===== src/rtl/i2c_eeprom_rd.sv =====
module i2c_eeprom_rd #(
  parameter int         MEM_AW     = 8,
  parameter logic [3:0] DEV_PREFIX = 4'b1010
) (
  input  logic       clk,
  input  logic       rst_n,
  input  logic       scl_i,
  input  logic       sda_i,
  input  logic [2:0] strap_i,
  output logic       sda_oe_o
);
  typedef enum logic [2:0] {ST_IDLE, ST_DEV, ST_WA1, ST_WA2, ST_RD} st_t;

  st_t               state;
  logic [2:0]        scl_q, sda_q;
  logic [3:0]        bitcnt;
  logic [7:0]        shreg, tx;
  logic [6:0]        hi;
  logic              rw;
  logic [MEM_AW-1:0] ptr;

  wire scl_s     = scl_q[1];
  wire sda_s     = sda_q[1];
  wire scl_rise  = scl_q[1] & ~scl_q[2];
  wire scl_fall  = ~scl_q[1] & scl_q[2];
  wire start_det = scl_q[1] & scl_q[2] & ~sda_q[1] & sda_q[2];
  wire stop_det  = scl_q[1] & scl_q[2] & sda_q[1] & ~sda_q[2];

  wire [7:0]        rx_byte   = {shreg[6:0], sda_s};
  wire [14:0]       word_addr = {hi, rx_byte};
  wire [MEM_AW-1:0] ptr_nx    = ptr + 1'b1;

  function automatic logic [7:0] rom_byte(input logic [MEM_AW-1:0] a);
    int v;
    v = int'(a) * 29 + 7;
    return v[7:0];
  endfunction

  always_ff @(posedge clk or negedge rst_n) begin
    if (!rst_n) begin
      scl_q <= 3'b111;
      sda_q <= 3'b111;
    end else begin
      scl_q <= {scl_q[1:0], scl_i};
      sda_q <= {sda_q[1:0], sda_i};
    end
  end

  always_ff @(posedge clk or negedge rst_n) begin
    if (!rst_n) begin
      state    <= ST_IDLE;
      bitcnt   <= '0;
      shreg    <= '0;
      tx       <= '0;
      hi       <= '0;
      rw       <= 1'b0;
      ptr      <= '0;
      sda_oe_o <= 1'b0;
    end else if (start_det) begin
      state    <= ST_DEV;
      bitcnt   <= '0;
      sda_oe_o <= 1'b0;
    end else if (stop_det) begin
      state    <= ST_IDLE;
      sda_oe_o <= 1'b0;
    end else if (scl_rise && state != ST_IDLE) begin
      if (bitcnt != 4'd8) begin
        bitcnt <= bitcnt + 4'd1;
        shreg  <= rx_byte;
        if (bitcnt == 4'd7) begin
          case (state)
            ST_DEV: begin
              rw <= rx_byte[0];
              if (rx_byte[7:1] != {DEV_PREFIX, strap_i}) state <= ST_IDLE;
            end
            ST_WA1:  hi  <= rx_byte[6:0];
            ST_WA2:  ptr <= word_addr[MEM_AW-1:0];
            default: ;
          endcase
        end
      end else begin
        bitcnt <= '0;
        case (state)
          ST_DEV: begin
            if (rw) begin
              tx    <= rom_byte(ptr);
              state <= ST_RD;
            end else begin
              state <= ST_WA1;
            end
          end
          ST_WA1: state <= ST_WA2;
          ST_WA2: state <= ST_IDLE;
          ST_RD: begin
            ptr <= ptr_nx;
            if (!sda_s) tx    <= rom_byte(ptr_nx);
            else        state <= ST_IDLE;
          end
          default: ;
        endcase
      end
    end else if (scl_fall) begin
      case (state)
        ST_RD:                 sda_oe_o <= (bitcnt != 4'd8) && !tx[3'd7 - bitcnt[2:0]];
        ST_DEV, ST_WA1, ST_WA2: sda_oe_o <= (bitcnt == 4'd8);
        default:               sda_oe_o <= 1'b0;
      endcase
    end
  end

  AST_OE_RISES_SCL_LOW: assert property (@(posedge clk) disable iff (!rst_n)
    $rose(sda_oe_o) |-> !$past(scl_s));
  AST_RELEASE_CTRL_ACK: assert property (@(posedge clk) disable iff (!rst_n)
    (state == ST_RD && bitcnt == 4'd8 && !scl_s && !scl_q[2]) |-> !sda_oe_o);
  AST_START_RESTARTS: assert property (@(posedge clk) disable iff (!rst_n)
    start_det |=> (state == ST_DEV && bitcnt == 4'd0 && !sda_oe_o));
  AST_STOP_RELEASES: assert property (@(posedge clk) disable iff (!rst_n)
    stop_det |=> (!sda_oe_o && state == ST_IDLE));
  AST_PTR_HELD_HDR: assert property (@(posedge clk) disable iff (!rst_n)
    (state == ST_IDLE || state == ST_DEV || state == ST_WA1) |=> $stable(ptr));
  AST_BITCNT_RANGE: assert property (@(posedge clk) disable iff (!rst_n)
    bitcnt <= 4'd8);
endmodule


===== config.mk =====
export PLATFORM = sky130hd
export DESIGN_NAME = i2c_eeprom_rd
export DESIGN_NICKNAME = d
export VERILOG_FILES = /design/src/rtl/i2c_eeprom_rd.sv
export SDC_FILE = /design/constraint.sdc
export NUM_CORES = 1
export LEC_CHECK = 0
export ABC_CLOCK_PERIOD_IN_PS = 3450
export BUFFER_PORTS_ARGS = -buffer_cell sky130_fd_sc_hd__buf_2
export CAP_MARGIN = 20
export CORE_UTILIZATION = 40
export CTS_CLUSTER_SIZE = 28
export DETAILED_ROUTE_END_ITERATION = 6
export PLACE_DENSITY_LB_ADDON = 0.08
export SYNTH_ARGS = -nofsm -noshare
export SYNTH_HDL_FRONTEND = slang
export SYNTH_SLANG_ARGS = --single-unit
export TNS_END_PERCENT = 50

===== constraint.sdc =====
create_clock -name clk -period 3.45 [get_ports clk]
set_clock_uncertainty 0.15 [all_clocks]
set_input_delay 0.5175 -clock clk [delete_from_list [all_inputs] [get_ports clk]]
set_output_delay 0.5175 -clock clk [all_outputs]
set_load 0.05 [all_outputs]

==> flow_metrics.env, run 1 <==
export IMPL_synthTopCellsByArea="dfrtp_1, ha_1, fa_1"
export IMPL_cts_root_buf="clkbuf_8"
export IMPL_use_met3=0.0277
export IMPL_finalHoldViolations=0
export IMPL_n_antenna_cell=0
export IMPL_drive_above_1_share=0.281
export IMPL_grt_util_met1=0.268
export IMPL_arrival_ns=3.57
export IMPL_num_fill_cells=672
export IMPL_yosys_warnings=0
export IMPL_grt_usage=0.177
export IMPL_synth_area_mm2=0.00307
export IMPL_p_total_uw=1150
export IMPL_vias=2195
export IMPL_clockBufferDepth=2
export IMPL_hold_class="in2reg"
export IMPL_worst_slack_ns=-0.0358
export IMPL_drv_cap=0
export IMPL_violations="setup timing"
export IMPL_gr_total_overflow=0
export IMPL_power_frac_comb=0.147
export IMPL_required_ns=3.54
export IMPL_p_sw_uw=335
export IMPL_synthCells=310
export IMPL_cts_sinks=38
export IMPL_synth_edf_count=0
export IMPL_p_leak_uw=0.00171
export IMPL_synth_top_cell_by_area="dfrtp_1"
export IMPL_drt_initial_drc_count=70
export IMPL_path_class="reg2reg"
export IMPL_worstSetupEndpointType="flop"
export IMPL_wl_per_cell_um=14.4
export IMPL_synth_cell_type_count=55
export IMPL_cts_tree="built"
export IMPL_layout_common_cells="nand2_1, dfrtp_1, buf_4"
export IMPL_tns_ns=-0.0358
export IMPL_p_per_area_mw_per_mm2=311
export IMPL_clkPwrFrac=0.337
export IMPL_grt_max_degree=39
export IMPL_sw_frac_of_total=0.291
export IMPL_dieArea_mm2=0.00802
export IMPL_p_seq_frac=0.516
export IMPL_ys_flop_type="dfrtp_1"
export IMPL_vdd_drop_max_v=0.000310
export IMPL_synth_seq_area_share=0.313
export IMPL_grt_pass1_wl_um=10700
export IMPL_insertion_delay_ns=0.29
export IMPL_syn_num_nets=362
export IMPL_drt_total_wl_um=6300
export IMPL_r2r_setup_slack_ns=-0.04
export IMPL_via_per_inst=5.02
export IMPL_async_reset_ff_frac=1.00
export IMPL_drc_errors=0
export IMPL_synth_top_area_frac=0.261
export IMPL_top_usage_layer="met1"
export IMPL_status="finished with violations"
export IMPL_fmax_mhz=287
export IMPL_period_minus_slack_ns=3.49
export IMPL_yosys_register_bits=38
export IMPL_die_h_um=89.5
export IMPL_syn_area_per_cell_um2=9.89
export IMPL_htreeDepth=2
export IMPL_core_area_mm2=0.00733
export IMPL_dp_hpwl_um=4800
export IMPL_grt_pass1_vias=2133
export IMPL_place_ws_ns=-0.0645
export IMPL_fin_util=0.505
export IMPL_nets=389
export IMPL_place_congestion=0.795
export IMPL_area_growth_pct=20.7
export IMPL_met2_usage=0.266
export IMPL_io_buffers=7
export IMPL_drv_slew=0
export IMPL_path_clk_slew_ns=0.08
export IMPL_io_pins=8
export IMPL_rsz0062_at_grt="yes"
export IMPL_p_int_uw=815
export IMPL_slew_headroom=0.419
export IMPL_start_util=0.418
export IMPL_finalSetupViolations=1
export IMPL_drt_pass1_iterations=4
export IMPL_period_share=1.01
export IMPL_cts_buffers=5
export IMPL_antenna_left=0
export IMPL_num_rows=31
export IMPL_die_x_um=89.5
export IMPL_critPathLaunchType="flop"
export IMPL_worst_pin_slew_ns=0.872
export IMPL_cp_max_fo=4
export IMPL_antenna_found_initial=0
layer usage:
| metal | vias up | wire (µm) |
|---|---|---|
| li1 | 1117 | - |
| met1 | 1052 | 3370 |
| met2 | 21 | 2770 |
| met3 | 5 | 123 |
| met4 | 0 | 39 |
| met5 | - | 0 |
critical path, stage by stage (launching register included):
cell        delay [ns]
dfrtp_2           0.43
clkinvlp_4        0.15
ha_4              0.28
buf_4             0.14
xnor2_2           0.12
ha_1              0.30
fa_1              0.50
ha_1              0.31
a21o_1            0.13
a21oi_2           0.06
o21bai_1          0.20
a21oi_2           0.09
or4_1             0.47
nand3_1           0.09
power by group through the flow:
stage                     Clock [µW]  Combinational (µW)  Sequential (µW)
after CTS                        399                 171              596
after floorplan                    0                 150              566
after detailed placement           0                 171              604
after global routing             417                 194              608
final                            388                 169              593
after global placement             0                 169              604
Yosys cell counts, types with 2 or more instances:
master and count:
dfrtp_1 32, ha_1 32, nand2_1 29, inv_1 25, o21ai_0 25, xnor2_1 20, a21oi_1 16, nor2_1 16
fa_1 13, clkbuf_1 10, xor2_1 9, mux2_2 8, dfstp_2 6, mux2i_1 5, a21o_1 4, nor3_1 4
buf_2 3, nand3_1 3, o21ai_1 3, a31oi_1 2, mux4_2 2, nand2b_1 2, nand4_1 2, nor2_2 2
nor2b_1 2, nor3b_1 2, nor4_1 2, o22ai_1 2, o31ai_1 2, xnor3_1 2
repair_timing:
item                                    4_1_cts  5_1_grt
hold endpoints to repair                      0        0
resized for setup                             6       20
endpoints found under the setup margin        2        3
buffers inserted                              0        3
pin swaps                                     1       16
hold buffers                                  0        0
final timing paths:
kind	start	to	cells past startpoint
setup reg to reg	ptr[0]$_DFFE_PN0P_	tx[7]$_DFFE_PN0P_	13
max in group asynchronous	rst_n	ptr[2]$_DFFE_PN0P_	1
setup / recovery	ptr[0]$_DFFE_PN0P_	tx[7]$_DFFE_PN0P_	13
min in group asynchronous	rst_n	tx[4]$_DFFE_PN0P_	1
hold / removal	sda_i	sda_q[0]$_DFF_PN1_	1
hold reg to reg	scl_q[0]$_DFF_PN1_	scl_q[1]$_DFF_PN1_	0
through the flow:
step                hold WS [ns]  cells  instance area [µm²]
CTS                        0.158    434                 3540
floorplan                 0.0719    310                 3120
global placement           0.195    426                 3400
finish                     0.163    437                 3700
global route               0.157    437                 3700
detailed placement         0.197    426                 3400
area by class of cell:
cell class                 instances  area, µm²  share of cell area
clock buffer                       5       68.8              0.0186
timing repair buffer              34        241              0.0653
clock inverter                     3       45.0              0.0122
tap                               99        124              0.0335
multi-input combinational        231       2150               0.581
sequential                        38        962               0.260
inverter                          27        109              0.0294
sequential cells by signal, indices dropped and copies added (netlist names):
signal,cells
rw,1
bitcnt,4
scl_q,3
state,3
ptr,8
shreg,7
tx,8
sda_q,3
sda_oe_o,1
cells by family (layout without fill, tap and decap cells):
logic type	count (synthesis)	after routing	synth area share
buffers and inverters	41	69	0.0543
AOI/OAI and AO/OA	63	63	0.119
muxes	16	16	0.0678
and+or+nand+nor	75	75	0.124
adders and majority gates	45	45	0.216
xor gates and xnor gates	32	32	0.107
DFF	38	38	0.313
(Power assumes the default switching activity.)
==> run 2, diff against run 1 <==
Settings changed: CORE_UTILIZATION 40 to 35.
==> run 2 against run 1 <==
  * The run still ends with setup timing left
  * Die area rose by 14%
  * Largest power group unchanged
  * Critical path type unchanged
  * Utilization fell by 5.7 points
  * Sequential power rose by 0.7%
==> flow_metrics.env, run 2 (synthesized netlist as in run 1, its figures left out) <==
export IMPL_place_ws_ns=-0.0552
export IMPL_wl_per_cell_um=14.9
export IMPL_multiInputGateArea_mm2=0.00213
export IMPL_critPathLaunchType="flop"
export IMPL_drv_slew=0
export IMPL_grt_max_degree=39
export IMPL_p_per_area_mw_per_mm2=330
export IMPL_r2r_start="ptr[1]$_DFFE_PN0P_"
export IMPL_n_antenna_cell=0
export IMPL_dieArea_mm2=0.00914
export IMPL_fin_util=0.448
export IMPL_violations="setup timing"
export IMPL_drive_above_1_share=0.282
export IMPL_num_rows=33
export IMPL_drc_errors=0
export IMPL_hold_end="scl_q[0]$_DFF_PN1_"
export IMPL_drt_total_wl_um=6640
export IMPL_clockBufferDepth=2
export IMPL_antenna_found_initial=0
export IMPL_insertion_delay_ns=0.29
export IMPL_drv_cap=0
export IMPL_slew_headroom=0.402
export IMPL_ff2ff_path_depth=13
export IMPL_grt_pass1_vias=2237
export IMPL_worst_pin_slew_ns=0.898
export IMPL_cp_max_fo=5
export IMPL_dp_hpwl_um=5010
export IMPL_cts_buffers=5
export IMPL_p_leak_uw=0.00174
export IMPL_vias=2232
export IMPL_crit_slowest_cell="fa_1"
export IMPL_cts_tree="built"
export IMPL_r2r_end="tx[7]$_DFFE_PN0P_"
export IMPL_rsz0062_at_grt="yes"
export IMPL_ff_latch_area_um2=962
export IMPL_finalSetupViolations=1
export IMPL_io_buffers=7
export IMPL_antenna_left=0
export IMPL_whs_path_depth=1
export IMPL_place_inst=432
export IMPL_via_per_inst=5.00
export IMPL_hold_class="in2reg"
export IMPL_top_regs="ptr x8, tx x8, shreg x7"
export IMPL_die_x_um=95.6
export IMPL_start_util=0.368
export IMPL_path_class="reg2reg"
export IMPL_vdd_drop_max_v=0.000278
export IMPL_crit_top_cell="ha_4"
export IMPL_hold_buffers=0
export IMPL_gr_total_overflow=0
export IMPL_path_clk_slew_ns=0.08
export IMPL_min_delay_start="scl_i"
export IMPL_io_pins=8
export IMPL_layout_common_cells="nand2_1, dfrtp_1, buf_4"
export IMPL_period_minus_slack_ns=3.49
export IMPL_instances_no_fill=446
export IMPL_grt_usage=0.163
export IMPL_num_fill_cells=846
export IMPL_crit_family="adder cells"
export IMPL_grt_pass1_wl_um=11300
export IMPL_crit_chain="ha_4 > xnor2_4 > buf_6 > xnor2_4 > xnor2_2 > fa_1 > ha_4 > ha_4 > a21oi_2 > o21bai_1 > a21oi_2 > or4_1 > nand3_1"
export IMPL_area_growth_pct=21.9
export IMPL_period_share=1.01
export IMPL_drt_pass1_iterations=4
export IMPL_slowest_delay_ns=0.58
export IMPL_r2r_setup_slack_ns=-0.04
export IMPL_required_ns=3.52
export IMPL_place_congestion=0.723
export IMPL_cts_sinks=38
export IMPL_arrival_ns=3.56
export IMPL_worstSetupEndpointType="flop"
export IMPL_worst_slack_ns=-0.0388
export IMPL_htreeDepth=2
export IMPL_critical_path_buf_inv_count=1
export IMPL_fmax_mhz=287
export IMPL_core_area_mm2=0.00834
export IMPL_finalHoldViolations=0
export IMPL_nets=392
export IMPL_status="finished with violations"
export IMPL_tns_ns=-0.0388
export IMPL_cts_root_buf="clkbuf_8"
export IMPL_drt_initial_drc_count=101
export IMPL_die_h_um=95.6
export IMPL_hold_slack_ns=0.173
[run 2: cell count changes in the layout (fill, tap and decap cells not counted), sizes merged]
cell      before  now
bufinv         1    2
clkinvlp       3    1
buf           34   37
clkinv         1    2
[run 2: per-layer routing]
| metal | share of wire | vias to the layer above | wire length [µm] | GRT usage |
|---|---|---|---|---|
| li1 | - | 1125 | - | - |
| met1 | 0.53 | 1070 | 3520 | 0.245 |
| met2 | 0.44 | 31 | 2900 | 0.241 |
| met3 | 0.023 | 6 | 154 | 0.0319 |
| met4 | 0.011 | 0 | 74 | 0.0323 |
| met5 | 0 | - | 0 | 0 |
[run 2: how the worst max path moves through the flow]
stage / start / endpoint / cells after the start
floorplan: ptr[1]$_DFFE_PN0P_ / tx[7]$_DFFE_PN0P_ / 14
global placement: ptr[0]$_DFFE_PN0P_ / tx[7]$_DFFE_PN0P_ / 12
detailed placement: ptr[1]$_DFFE_PN0P_ / tx[7]$_DFFE_PN0P_ / 14
CTS: ptr[1]$_DFFE_PN0P_ / tx[7]$_DFFE_PN0P_ / 14
global route: ptr[1]$_DFFE_PN0P_ / tx[7]$_DFFE_PN0P_ / 13
finish: ptr[1]$_DFFE_PN0P_ / tx[7]$_DFFE_PN0P_ / 13
[run 2: final cells by class]
| class | count | area share |
|---|---|---|
| Multi-Input combinational cell | 231 | 0.570 |
| Sequential cell | 38 | 0.258 |
| Timing Repair Buffer | 37 | 0.0717 |
| Tap cell | 105 | 0.0352 |
| Inverter | 27 | 0.0285 |
| Clock buffer | 5 | 0.0184 |
| Clock inverter | 3 | 0.0184 |
[run 2: worst register-to-register path: cells and delay by family, from the launching register on]
family | cells | cell delay [ns]
compound gates | 3 | 0.33
xor+xnor | 3 | 0.47
fa+ha+maj | 4 | 1.29
buf+inv | 1 | 0.13
flops | 1 | 0.48
simple gates | 2 | 0.56
[run 2: what timing repair did]
item | 4_1_cts | 5_1_grt
pin swaps | 1 | 23
setup buffers | 0 | 6
resized for setup | 6 | 17
endpoints found under the setup margin | 3 | 3
[run 2: stage by stage]
| stage | area, µm² | total power [µW] |
|---|---|---|
| 3_5_place_dp | 3410 | 779 |
| 5_1_grt | 3740 | 1290 |
| 2_1_floorplan | 3120 | 716 |
| 4_1_cts | 3580 | 1240 |
| 6_report | 3740 | 1230 |
| 3_3_place_gp | 3410 | 775 |
[run 2: report_power, final]
group / total [µW] / switching, µW / internal [µW]
clock: 462 / 173 / 290
sequential: 597 / 88.9 / 508
combinational: 173 / 80.1 / 92.8
==> run 3, diff against run 2 <==
Settings changed: CORE_ASPECT_RATIO from default to 1.4.
==> run 3 against run 2 <==
  * The run now ends clean
  * Critical path depth increased by 1
  * Setup slack improved by 0.075 ns
  * Sequential cell count unchanged
  * Non-clock buffer count increased by 3
  * Hold slack improved by 0.0024 ns
  * Final cell count increased by 0.67%
  * Global-route usage increased by 0.89 points
  * Largest power group unchanged
  * Design area increased by 2.5%
  * Clock power increased by 1%
  * Count of clock-buffer cells in the layout increased by 1
  * Power increased by 0.23%
==> flow_metrics.env, run 3 (synthesized netlist as in run 1, its figures left out) <==
export IMPL_layout_common_cells="buf_4, nand2_1, dfrtp_1"
export IMPL_die_x_um=81.1
export IMPL_dp_hpwl_um=5480
export IMPL_ff2ff_path_depth=14
export IMPL_insertion_delay_ns=0.28
export IMPL_p_seq_frac=0.482
export IMPL_p_sw_uw=348
export IMPL_place_area_mm2=0.00345
export IMPL_status="complete, no violations"
export IMPL_grt_max_degree=39
export IMPL_antenna_found_initial=0
export IMPL_cts_sinks=38
export IMPL_drt_initial_drc_count=113
export IMPL_sw_frac_of_total=0.282
export IMPL_slew_headroom=0.421
export IMPL_area_growth_pct=24.9
export IMPL_vdd_drop_max_v=0.000306
export IMPL_grt_pass1_vias=2317
export IMPL_gr_total_overflow=0
export IMPL_cts_buffers=5
export IMPL_place_inst=435
export IMPL_p_leak_uw=0.00177
export IMPL_p_per_area_mw_per_mm2=322
export IMPL_drv_slew=0
export IMPL_cp_max_fo=5
export IMPL_r2r_setup_slack_ns=0.04
export IMPL_drt_total_wl_um=6970
export IMPL_drv_cap=0
export IMPL_hold_buffers=0
export IMPL_finalHoldViolations=0
export IMPL_worst_pin_slew_ns=0.868
export IMPL_final_common_cell="buf_4"
export IMPL_top_regs="ptr x8, tx x8, shreg x7"
export IMPL_slowest_delay_ns=0.47
export IMPL_crit_slowest_cell="dfrtp_2"
export IMPL_cts_root_buf="clkbuf_16"
export IMPL_nets=395
export IMPL_place_ws_ns=-0.0679
export IMPL_antenna_left=0
export IMPL_rsz0062_at_grt="yes"
export IMPL_grt_usage=0.172
export IMPL_place_congestion=0.758
export IMPL_crit_chain="ha_4 > xnor2_4 > clkinv_2 > xnor2_2 > ha_1 > inv_2 > fa_1 > inv_1 > ha_2 > xnor2_2 > xnor3_1 > xnor3_1 > or4_1 > nand3_1"
export IMPL_start_util=0.358
export IMPL_drc_errors=0
export IMPL_path_class="reg2reg"
export IMPL_worst_slack_ns=0.0358
export IMPL_fmax_mhz=293
export IMPL_hold_class="in2reg"
export IMPL_whs_path_depth=1
export IMPL_instances_no_fill=449
export IMPL_path_clk_slew_ns=0.06
export IMPL_fin_area_mm2=0.00383
export IMPL_num_rows=40
export IMPL_crit_family="adder cells"
export IMPL_drt_pass1_iterations=4
export IMPL_finalSetupViolations=0
export IMPL_clkPwrFrac=0.379
export IMPL_die_h_um=113
export IMPL_vias=2247
export IMPL_period_share=0.990
export IMPL_wl_per_cell_um=15.5
export IMPL_via_per_inst=5.00
export IMPL_n_antenna_cell=0
export IMPL_worstSetupEndpointType="flop"
export IMPL_fin_util=0.447
export IMPL_clockBufferDepth=2
export IMPL_period_minus_slack_ns=3.41
export IMPL_critPathLaunchType="flop"
export IMPL_r2r_end="tx[7]$_DFFE_PN0P_"
export IMPL_core_area_mm2=0.00856
export IMPL_io_buffers=7
export IMPL_hold_end="sda_q[0]$_DFF_PN1_"
export IMPL_dieArea_mm2=0.00914
export IMPL_critical_path_buf_inv_count=3
export IMPL_r2r_start="ptr[1]$_DFFE_PN0P_"
export IMPL_required_ns=3.52
export IMPL_arrival_ns=3.48
export IMPL_cts_tree="built"
export IMPL_power_frac_comb=0.139
export IMPL_drive_above_1_share=0.311
export IMPL_p_int_uw=887
export IMPL_grt_pass1_wl_um=11800
export IMPL_min_delay_start="sda_i"
export IMPL_io_pins=8
export IMPL_htreeDepth=2
==> run 3: cell count changes in the layout (fill, tap and decap cells not counted), moves of 2 or more <==
| cell | previous run | this run |
|---|---|---|
| buf_4 | 28 | 30 |
| fa_2 | 0 | 2 |
| clkbuf_16 | 0 | 5 |
| o21ai_0 | 25 | 21 |
| o21ai_1 | 3 | 7 |
| buf_12 | 0 | 2 |
| fa_1 | 13 | 11 |
| bufinv_16 | 2 | 0 |
| clkbuf_8 | 5 | 1 |
| inv_1 | 22 | 20 |
==> run 3: how the worst max path moves through the flow <==
stage	slack (ns)	cells past startpoint	to	from
global placement	-0.04	14	tx[7]$_DFFE_PN0P_	ptr[0]$_DFFE_PN0P_
CTS	0.0001	13	tx[7]$_DFFE_PN0P_	ptr[1]$_DFFE_PN0P_
floorplan	0.006	14	tx[7]$_DFFE_PN0P_	ptr[1]$_DFFE_PN0P_
finish	0.04	14	tx[7]$_DFFE_PN0P_	ptr[1]$_DFFE_PN0P_
global route	-0.05	14	tx[7]$_DFFE_PN0P_	ptr[1]$_DFFE_PN0P_
detailed placement	-0.07	14	tx[7]$_DFFE_PN0P_	ptr[0]$_DFFE_PN0P_
==> run 3: routing by layer <==
metal	global-route usage	part of all wire
met2	0.299	0.52
met4	0.0726	0.024
met1	0.211	0.44
met3	0.0177	0.019
met5	0	0
==> run 3: layout make-up <==
class,instances,area (µm²)
clock buffer,6,139
clock inverter,2,12.5
fill,796,4730
inverter,27,109
multi-input combinational,231,2160
sequential,38,962
tap,105,131
timing repair buffer,40,312
==> run 3: power groups by stage <==
| stage | Sequential, µW | Combinational [µW] | Clock, µW |
|---|---|---|---|
| 2_1_floorplan | 566 | 150 | 0 |
| 5_1_grt | 607 | 192 | 503 |
| 4_1_cts | 596 | 174 | 481 |
| 3_3_place_gp | 602 | 171 | 0 |
| 3_5_place_dp | 604 | 173 | 0 |
| 6_report | 595 | 172 | 468 |
==> run 3: per-stage QoR <==
stage,setup TNS [ns],total power [µW],hold WS [ns]
2_1_floorplan,0,716,0.0719
3_3_place_gp,-0.0589,773,0.196
3_5_place_dp,-0.127,778,0.204
4_1_cts,0,1250,0.171
5_1_grt,-0.130,1300,0.172
6_report,0,1230,0.175
==> run 3: worst register-to-register path: cells and delay by family, from the launching register on <==
kind / cells / cell delay (ns)
XOR/XNOR: 5 / 0.85
flip-flops: 1 / 0.47
buffers and inverters: 3 / 0.17
AND/OR/NAND/NOR: 2 / 0.56
adder cells (fa/ha/maj): 4 / 1.13
==> run 3: timing repair <==
action | in CTS | in global routing
setup endpoints to repair | 3 | 3
hold endpoints to repair | 0 | 0
setup buffers | 3 | 4
gates resized for setup | 14 | 22
pin swaps | 11 | 24
